===== src/rtl/fifo_burst_pkg.sv =====
package fifo_burst_pkg;

  // Strobes passed from the burst control to the datapath each cycle
  typedef struct packed {
    logic drive;        // direct-mode read in progress, bus driven
    logic upperHalf;    // present the second half of the ordered word
    logic popWord;      // head word fully presented, remove it
    logic markUnderrun; // a direct read met an empty FIFO
  } burst_strobes_t;

endpackage


===== src/rtl/fifo_burst_ctrl.sv =====
module fifo_burst_ctrl
  import fifo_burst_pkg::*;
(
  input  logic           clk,
  input  logic           rstN,
  input  logic           csN,
  input  logic           rdN,
  input  logic           fifoSel,
  input  logic           addrA1,
  input  logic           fifoEmpty,
  output burst_strobes_t strobes
);

  logic active;
  logic inBurst;
  logic lastA1;
  logic halfSel;
  logic toggled;
  logic advance;

  // A burst lasts while both strobes are low in direct mode
  assign active  = !csN && !rdN && fifoSel;
  // First cycle of a burst only captures the reference level of A1
  assign toggled = active && inBurst && (addrA1 != lastA1);
  assign advance = toggled && !fifoEmpty;

  always_ff @(posedge clk) begin
    if (!rstN) begin
      inBurst <= 1'b0;
      lastA1  <= 1'b0;
      halfSel <= 1'b0;
    end else begin
      inBurst <= active;
      lastA1  <= addrA1;
      if (!active) begin
        halfSel <= 1'b0;
      end else if (advance) begin
        halfSel <= !halfSel;
      end
    end
  end

  always_comb begin
    strobes              = '0;
    strobes.drive        = active;
    strobes.upperHalf    = halfSel;
    strobes.popWord      = advance && halfSel;
    strobes.markUnderrun = active && fifoEmpty;
  end

endmodule


===== src/rtl/fifo_burst_dpath.sv =====
module fifo_burst_dpath
  import fifo_burst_pkg::*;
#(
  parameter int BUS_W = 16
) (
  input  logic                 clk,
  input  logic                 rstN,
  input  burst_strobes_t       strobes,
  input  logic [2*BUS_W-1:0]   fifoWord,
  input  logic                 endianSwap,
  input  logic                 fifoEmpty,
  output logic [BUS_W-1:0]     busData,
  output logic                 busOe,
  output logic                 fifoPop,
  output logic                 underrun
);

  localparam int WORD_W = 2 * BUS_W;
  localparam int NBYTES = WORD_W / 8;

  logic [WORD_W-1:0] swapped;
  logic [WORD_W-1:0] ordered;
  logic [BUS_W-1:0]  lane;
  logic              underrunQ;

  // Full byte reversal of the word; splitting it yields swapped halves
  // whose bytes are also reversed
  for (genvar b = 0; b < NBYTES; b++) begin : g_rev
    assign swapped[b*8 +: 8] = fifoWord[(NBYTES-1-b)*8 +: 8];
  end

  assign ordered = endianSwap ? swapped : fifoWord;
  assign lane    = strobes.upperHalf ? ordered[WORD_W-1:BUS_W] : ordered[BUS_W-1:0];

  assign busData  = (strobes.drive && !fifoEmpty) ? lane : '0;
  assign busOe    = strobes.drive;
  assign fifoPop  = strobes.popWord;
  assign underrun = underrunQ;

  always_ff @(posedge clk) begin
    if (!rstN) begin
      underrunQ <= 1'b0;
    end else if (strobes.markUnderrun) begin
      underrunQ <= 1'b1;
    end
  end

endmodule


===== src/rtl/fifo_burst_reader.sv =====
module fifo_burst_reader
  import fifo_burst_pkg::*;
#(
  parameter int BUS_W = 16
) (
  input  logic                 clk,
  input  logic                 rstN,
  input  logic                 csN,
  input  logic                 rdN,
  input  logic                 fifoSel,
  input  logic                 addrA1,
  input  logic                 endianSwap,
  input  logic [2*BUS_W-1:0]   fifoWord,
  input  logic                 fifoEmpty,
  output logic [BUS_W-1:0]     busData,
  output logic                 busOe,
  output logic                 fifoPop,
  output logic                 underrun
);

  burst_strobes_t strobes;

  fifo_burst_ctrl ctrl_i (
    .clk       (clk),
    .rstN      (rstN),
    .csN       (csN),
    .rdN       (rdN),
    .fifoSel   (fifoSel),
    .addrA1    (addrA1),
    .fifoEmpty (fifoEmpty),
    .strobes   (strobes)
  );

  fifo_burst_dpath #(.BUS_W(BUS_W)) dpath_i (
    .clk        (clk),
    .rstN       (rstN),
    .strobes    (strobes),
    .fifoWord   (fifoWord),
    .endianSwap (endianSwap),
    .fifoEmpty  (fifoEmpty),
    .busData    (busData),
    .busOe      (busOe),
    .fifoPop    (fifoPop),
    .underrun   (underrun)
  );

endmodule


===== config.mk =====
export PLATFORM = sky130hd
export DESIGN_NAME = fifo_burst_reader
export DESIGN_NICKNAME = d
export VERILOG_FILES = /design/src/rtl/fifo_burst_pkg.sv /design/src/rtl/fifo_burst_ctrl.sv /design/src/rtl/fifo_burst_dpath.sv /design/src/rtl/fifo_burst_reader.sv
export SDC_FILE = /design/constraint.sdc
export NUM_CORES = 1
export LEC_CHECK = 0
export CORE_AREA = 2 2 58 47
export DETAILED_ROUTE_END_ITERATION = 12
export DIE_AREA = 0 0 60 49
export PLACE_DENSITY = 0.78
export SLEW_MARGIN = 40
export SYNTH_ARGS = -nofsm -noshare
export SYNTH_HDL_FRONTEND = slang
export SYNTH_SLANG_ARGS = --single-unit
export TNS_END_PERCENT = 30

===== constraint.sdc =====
create_clock -name clk -period 1.6 [get_ports clk]
set_input_delay 0.16 -clock clk [delete_from_list [all_inputs] [get_ports clk]]
set_output_delay 0.16 -clock clk [all_outputs]
set_load 0.1 [all_outputs]

# Word level (Yosys, flattened, before mapping)
# Cells that the tools add are included.
dict set report totals {
  out_inout_bits 19
  reg_bits 4
  inputBits 40
  word_cells 21
}
dict set report classes {
  reduce_logical 13
  n_eq_ne 1
  muxes 3
}
# operator n
set ops {}
lappend ops {{$mux 16} 2}
lappend ops {{$mux 32} 1}
lappend ops {{$logic_and 1x1->1} 8}
lappend ops {{$logic_not 1->1} 4}
lappend ops {{$reduce_and 2->1} 1}
lappend ops {{$ne 1x1->1} 1}

# Longest topological paths before layout
# Gate-level depths: netlist of the first run.
dict set report depth {
  depth_word 7
  depth_mapped 4
}

# Hierarchy
# Synthesis of the first run repeated with hierarchy kept, for this count alone.
dict set report unflattened {
  hier_cells 77
  area_unflattened_um2 754.5
}
# mod n_inst seq_area_each_um2 area_each_um2 cells_each
set modules_own_cells {}
lappend modules_own_cells {fifo_burst_dpath 1 20.0 603.1 61}
lappend modules_own_cells {fifo_burst_ctrl 1 60.1 151.4 16}

# Worst setup path after synthesis of the first run
# Ideal clock, no wire load.
dict set report synth_path {
  path_kind {input to output}
  from {input rdN}
  to {output busData[10]}
  cell_stages 4
  arrival_ps 2913
  path_buffers 1
  required_time_ps 1440
  path_slack_ps -1473
  path_cell_list {nor3b_4 > nand2b_2 > clkbuf_1 > nor2b_1}
}
dict set report synth_via {
  elab_chain_cells 5
}
# element line
set synth_lines {}
lappend synth_lines {{from (decl)} fifo_burst_reader.sv:9} ;# input logic rdN,
lappend synth_lines {{$logic_not 1->1} fifo_burst_ctrl.sv:22} ;# assign active = !csN && !rdN && fifoSel;
lappend synth_lines {{$logic_and 1x1->1 (2 in a row)} fifo_burst_ctrl.sv:22}
lappend synth_lines {{$logic_and 1x1->1} fifo_burst_dpath.sv:35} ;# assign busData = (strobes.drive && !fifoEmpty) ? lane : '0;
lappend synth_lines {{$mux 16} fifo_burst_dpath.sv:35}
lappend synth_lines {{to (decl)} fifo_burst_reader.sv:15} ;# output logic [BUS_W-1:0] busData,
# Every way passes these cells.

# Worst setup path after layout of the first run
dict set report layout_path {
  from {register ctrl_i.halfSel}
  to {output busData[13]}
}
dict set report layout_via {
  elab_chain_cells 2
}
# element line
set layout_lines {}
lappend layout_lines {{from (decl)} fifo_burst_ctrl.sv:17} ;# logic halfSel;
lappend layout_lines {{from (signal assigned)} fifo_burst_ctrl.sv:38} ;# halfSel <= !halfSel;
lappend layout_lines {{$mux 16} fifo_burst_dpath.sv:33} ;# assign lane = strobes.upperHalf ? ordered[WORD_W-1:BUS_W] : ordered[BUS_W-1:0];
lappend layout_lines {{$mux 16} fifo_burst_dpath.sv:35}
# Every way passes these cells.

==> results_dict.tcl, run 1 <==
set metrics [dict create \
    hold_viol_final 0 \
    ys_warn_count 0 \
    die_area_um2 2940 \
    diodes 0 \
    final_common_cell "clkdlybuf4s50_1" \
    worstPathRequired_ns 1.44 \
    wl_per_cell_um 16.3 \
    die_h_um 49 \
    clock_power_share_pct 21.5 \
    min_from "fifoSel" \
    drcViolationCount 0 \
    grtUsageTotal_pct 19.7 \
    crit_buf_inv 2 \
    setup_violations 6 \
    hold_class "in -> reg" \
    cts_buffers 3 \
    cts_hold_buf 0 \
    comb_power_share_pct 60.3 \
    rsz0062_at_grt "true" \
    post-route-period-util_pct 108 \
    start_kind "flip-flop" \
    final_util_pct 73.8 \
    slowest_stage "mux4_2" \
    grt_max_degree 12 \
    dp_slack_ns -0.324 \
    syn_inst 54 \
    p_per_area_nw_per_um2 324 \
    outcome "complete, but fails checks" \
    multi_input_area_um2 698 \
    syn_nets 94 \
    hpwl_um 2180 \
    grt_pass1_wl_um 4260 \
    leakagePower_nw 0.722 \
    clk_latency_ns 0.23 \
    htree_levels 1 \
    crit_path_end_kind "output port" \
    fin_area_um2 1790 \
    synth-seq-area-share_pct 10.8 \
    clock_skew_ns 0.000229 \
    p_total_uw 578 \
    cp_max_fo 6 \
    crit_path_max_incr_delay_ns 0.50 \
    maxSlewViolCount 0 \
    p_int_uw 394 \
    seqPwrFrac_pct 18.2 \
    fp.dieW_um 60 \
    path_class "reg -> out" \
    ctsLongestPathBuffers 2 \
    port-buffer-count 58 \
    synth_cell_types 22 \
    viasPerCell 4.91 \
    crit_path_frequent_cell "buf_12" \
    ios 59 \
    worst_slew_pin_slew_ns 0.232 \
    syn-cell-area_um2 743 \
    crit_family "multiplexers" \
    min_path_cells 2 \
    grt_pass1_vias 891 \
    rows 16 \
    worst_slack_ns -0.124 \
    initialDrtViolationCount 13 \
    r2r_cells 4 \
    synth.area.top_cells "mux4_1 42%, mux4_2 12%, nor2b_1 12%, dfxtp_1 11%, buf_12 2.7%" \
    layout_min_cycle_time_ns 1.72 \
    ir_drop_v 0.000198 \
    avgSynthCellArea_um2 13.8 \
    area_growth_pct 140 \
    clkSlewWorstSetupHoldPaths_ns 0.04 \
    synth_seq_cells 4 \
    synth_top_area_cell "mux4_1" \
    nNetsFinal 168 \
    mostFrequentLayoutCells "31 x clkdlybuf4s50_1, 22 x buf_12, 14 x nor2b_4, 13 x mux4_2, 11 x buf_4" \
    clock.fmax_mhz 580 \
    grt.overflow.total 0 \
    cp_cell_sequence "buf_12 -> mux4_2 -> and2b_4 -> buf_12" \
    drt_wl_total_um 2640 \
    cts.sinks 4 \
    max_slew_margin_pct 84.5 \
    initial_utilization_pct 30.7 \
    coreArea_um2 2420 \
    drtAntennaViolNets 0 \
    switchingPower_uw 185 \
    cts-root-buf "clkbuf_4" \
    reg2reg_to "ctrl_i.halfSel" \
    layout-drive-gt1-share_pct 57.9 \
    cts_tree "built" \
    p_sw_share_pct 31.9 \
    min_to "ctrl_i.inBurst" \
    fillers 180 \
    grt_antenna_before_repair 0 \
    critPathArrivalTime_ns 1.56 \
    via_count 795 \
    timing.rr.start "ctrl_i.halfSel" \
    violations "setup timing" \
    place_congestion 0.701 \
    r2r_slack_ns 0.67 \
    dr.pass1.iters 2 \
    seqCellArea_um2 81.3 \
    placed_area_um2 1750 \
    synth_top_area_share_pct 42.4 \
    drv_cap 0 \
    setup_tns_ns -0.556 \
]
==> state kept, by name (all words and copies together), names as in the netlist <==
register / flops
ctrl_i.inBurst: 1
ctrl_i.halfSel: 1
dpath_i.underrun: 1
ctrl_i.lastA1: 1
==> synth_stat cells <==
library cell,number
nand2b_1,1
and2b_1,2
xor2_1,1
nand2b_2,1
nor2b_1,14
mux2i_1,1
buf_6,1
and2_1,1
and4bb_2,1
nand3b_1,1
nand3_1,1
buf_12,1
nand2_1,1
a21oi_1,1
dfxtp_1,4
clkbuf_1,1
nor2b_4,1
mux4_2,4
mux4_1,12
buf_2,2
nor3b_4,1
nor2_1,1
==> power groups by stage <==
stage / registers, mW / clock network, mW / logic (mW)
finish: 0.105 / 0.125 / 0.349
global route: 0.105 / 0.138 / 0.364
CTS: 0.105 / 0.132 / 0.350
detailed placement: 0.107 / 0 / 0.347
global placement: 0.106 / 0 / 0.337
floorplan: 0.112 / 0 / 0.175
==> final cells by class <==
cell class / instances / area share (%)
Multi-Input combinational cell: 45 / 39.1
Clock buffer: 3 / 1.26
Timing Repair Buffer: 74 / 52.6
Sequential cell: 4 / 4.55
Tap cell: 36 / 2.52
==> routing by layer <==
layer	GRT usage, %	up-vias	part of all wire (%)
met5	0	-	0
met4	8.15	0	1.3
met3	2.65	4	5.7
met2	38.0	36	60
met1	20.3	393	33
li1	-	362	-
==> worst max-delay path by stage <==
stage / from / end / slack (ns) / cells past startpoint
finish: ctrl_i.halfSel / busData[13] / -0.12 / 4
global route: ctrl_i.halfSel / busData[13] / -0.17 / 4
CTS: ctrl_i.halfSel / busData[13] / -0.13 / 4
detailed placement: endianSwap / busData[0] / -0.32 / 5
global placement: endianSwap / busData[15] / -0.31 / 5
floorplan: csN / busData[10] / -0.71 / 4
==> worst reg2reg max path: stages, from the launching register on <==
cell      delay, ns
dfxtp_2        0.33
buf_6          0.14
buf_4          0.14
nand2b_1       0.14
mux2i_1        0.12
==> through the flow <==
stage          hold WS (ns)  cells
2_1_floorplan         0.282     54
3_3_place_gp          0.504    154
3_5_place_dp          0.532    154
4_1_cts               0.471    162
5_1_grt               0.478    162
6_report              0.480    162
==> cell families (layout without fill, tap and decap cells) <==
| kind of cell | after synthesis | count (layout) | synth area share, % |
|---|---|---|---|
| xor gates and xnor gates | 1 | 1 | 1.18 |
| buffers and inverters | 5 | 77 | 6.06 |
| DFF | 4 | 4 | 10.8 |
| and+or+nand+nor | 26 | 26 | 25.4 |
| muxes | 17 | 17 | 55.9 |
| AOI/OAI and AO/OA | 1 | 1 | 0.673 |
==> repair_timing <==
item | 4_1_cts | 5_1_grt
pin swaps | 1 | 0
resized for setup | 15 | 7
buffers inserted | 5 | 0
endpoints found under the setup margin | 17 | 13
hold endpoints to repair | 0 | 0
(Power assumes the default switching activity.)
==> inputs of run 2 (changes only) <==
--- a/config.mk
+++ b/config.mk
@@ -8,6 +8,7 @@
 export CORE_AREA = 2 2 58 47
 export DETAILED_ROUTE_END_ITERATION = 12
 export DIE_AREA = 0 0 60 49
+export GPL_TIMING_DRIVEN = 0
 export PLACE_DENSITY = 0.78
 export SLEW_MARGIN = 40
 export SYNTH_ARGS = -nofsm -noshare
==> run 2 against run 1 <==
  * The flow still finishes with violations (setup timing)
  * Power decreased by 0.48%
  * Global-route usage decreased by 0.91 points
  * Combinational power decreased by 4%
  * Critical path depth unchanged
  * Final area decreased by 6.0%
  * Largest power group unchanged
==> results_dict.tcl, run 2 (synthesis gave the netlist of run 1 again) <==
set metrics [dict create \
    outcome "complete, but fails checks" \
    violations "setup timing" \
    ir_drop_v 0.000249 \
    max_slew_margin_pct 67.7 \
    drtAntennaViolNets 0 \
    grt.overflow.total 0 \
    clk_latency_ns 0.25 \
    p_sw_share_pct 33.0 \
    area_growth_pct 126 \
    cp_max_fo 5 \
    start_kind "flip-flop" \
    wl_per_cell_um 16.1 \
    leakagePower_nw 0.663 \
    grtUsageTotal_pct 18.8 \
    p_int_uw 385 \
    drv_cap 0 \
    hold_viol_final 0 \
    die_h_um 49 \
    worstPathRequired_ns 1.44 \
    seqPwrFrac_pct 18.2 \
    rows 16 \
    ctsLongestPathBuffers 2 \
    comb_power_share_pct 58.3 \
    crit_path_end_kind "output port" \
    nNetsFinal 163 \
    p_per_area_nw_per_um2 343 \
    fp.dieW_um 60 \
    clock_power_share_pct 23.5 \
    viasPerCell 4.95 \
    post-route-period-util_pct 108 \
    htree_levels 1 \
    grt_max_degree 11 \
    path_class "reg -> out" \
    cts.sinks 4 \
    clkSlewWorstSetupHoldPaths_ns 0.04 \
    grt_antenna_before_repair 0 \
    cts_tree "built" \
    p_total_uw 576 \
    layout-drive-gt1-share_pct 54.5 \
    cts_buffers 3 \
    worst_slew_pin_slew_ns 0.487 \
    switchingPower_uw 190 \
    place_congestion 0.718 \
    die_area_um2 2940 \
    initialDrtViolationCount 20 \
    cts_hold_buf 0 \
    drcViolationCount 0 \
    slowest_stage "mux4_2" \
    fin_hold_ws_ns 0.428 \
    mostFrequentLayoutCells "35 x clkdlybuf4s50_1, 14 x nor2b_4, 11 x buf_12, 11 x mux4_2, 6 x buf_6" \
    via_count 777 \
    cts-root-buf "clkbuf_4" \
    worst_slack_ns -0.135 \
    initial_utilization_pct 30.7 \
    port-buffer-count 57 \
    rsz0062_at_grt "true" \
    hold_class "in -> reg" \
    grt_pass1_vias 807 \
    maxSlewViolCount 0 \
    ios 59 \
    cp_cell_sequence "buf_6 -> mux4_2 -> and2b_4 -> buf_12" \
    final_common_cell "clkdlybuf4s50_1" \
    critPathArrivalTime_ns 1.57 \
    hpwl_um 1750 \
    setup_violations 13 \
    clock.fmax_mhz 577 \
    coreArea_um2 2420 \
    grt_pass1_wl_um 3980 \
    diodes 0 \
    r2r_slack_ns 0.70 \
    clock_skew_ns 0.00250 \
    drt_wl_total_um 2530 \
    layout_min_cycle_time_ns 1.73 \
    setup_tns_ns -0.730 \
    dr.pass1.iters 4 \
    crit_path_max_incr_delay_ns 0.49 \
]
[run 2: critical path: cells and delay by family, from the launching register on]
kind                   cells  cell delay (ns)
muxes                      1             0.49
DFF                        1             0.34
buffers and inverters      2             0.30
and+or+nand+nor            1             0.19
[run 2: area by class of cell]
type	count	area (um^2)
clock buffer	3	22.5
timing repair buffer	64	743
tap	36	45.0
fill	176	742
buffer	5	82.6
multi-input combinational	45	706
sequential	4	81.3
[run 2: path summary, 6_finish.rpt]
path                         start                to  cells past startpoint
hold reg to reg   dpath_i.underrun  dpath_i.underrun                      2
setup reg to reg    ctrl_i.halfSel    ctrl_i.halfSel                      4
hold / removal             fifoSel    ctrl_i.inBurst                      2
setup / recovery    ctrl_i.halfSel       busData[13]                      4
[run 2: power groups by stage]
stage	clock network [mW]	logic [mW]	registers [mW]
2_1_floorplan	0	0.175	0.112
6_report	0.136	0.336	0.105
5_1_grt	0.141	0.351	0.105
4_1_cts	0.132	0.334	0.105
3_5_place_dp	0	0.303	0.106
3_3_place_gp	0	0.308	0.106
[run 2: layer usage]
metal | routed length, um | track usage (%)
met3 | 221 | 4.77
met1 | 1010 | 22.8
met5 | 0 | 0
met2 | 1240 | 29.9
met4 | 63 | 10.0
[run 2: timing repair]
| item | 4_1_cts | 5_1_grt |
|---|---|---|
| pin swaps | 1 | 0 |
| buffers inserted | 5 | 0 |
| gates cloned | 2 | 0 |
| endpoints found under the setup margin | 17 | 15 |
| gates resized for setup | 73 | 3 |
[run 2: per-stage QoR]
step	area [um^2]	setup WS (ns)	utilization, %	instances
final	1680	-0.135	69.4	157
after global routing	1680	-0.175	69.4	157
after CTS	1680	-0.130	69.2	157
after detailed placement	1400	-0.570	57.7	147
after global placement	1490	-1.29	61.7	147
after floorplan	878	-0.706	-	54
==> inputs of run 3 (changes only) <==
--- a/config.mk
+++ b/config.mk
@@ -6,6 +6,7 @@
 export NUM_CORES = 1
 export LEC_CHECK = 0
 export CORE_AREA = 2 2 58 47
+export CTS_CLUSTER_DIAMETER = 60
 export DETAILED_ROUTE_END_ITERATION = 12
 export DIE_AREA = 0 0 60 49
 export GPL_TIMING_DRIVEN = 0
==> results of run 3 <==
Same layout as run 2: the final DEF is identical, and so are final timing and power.
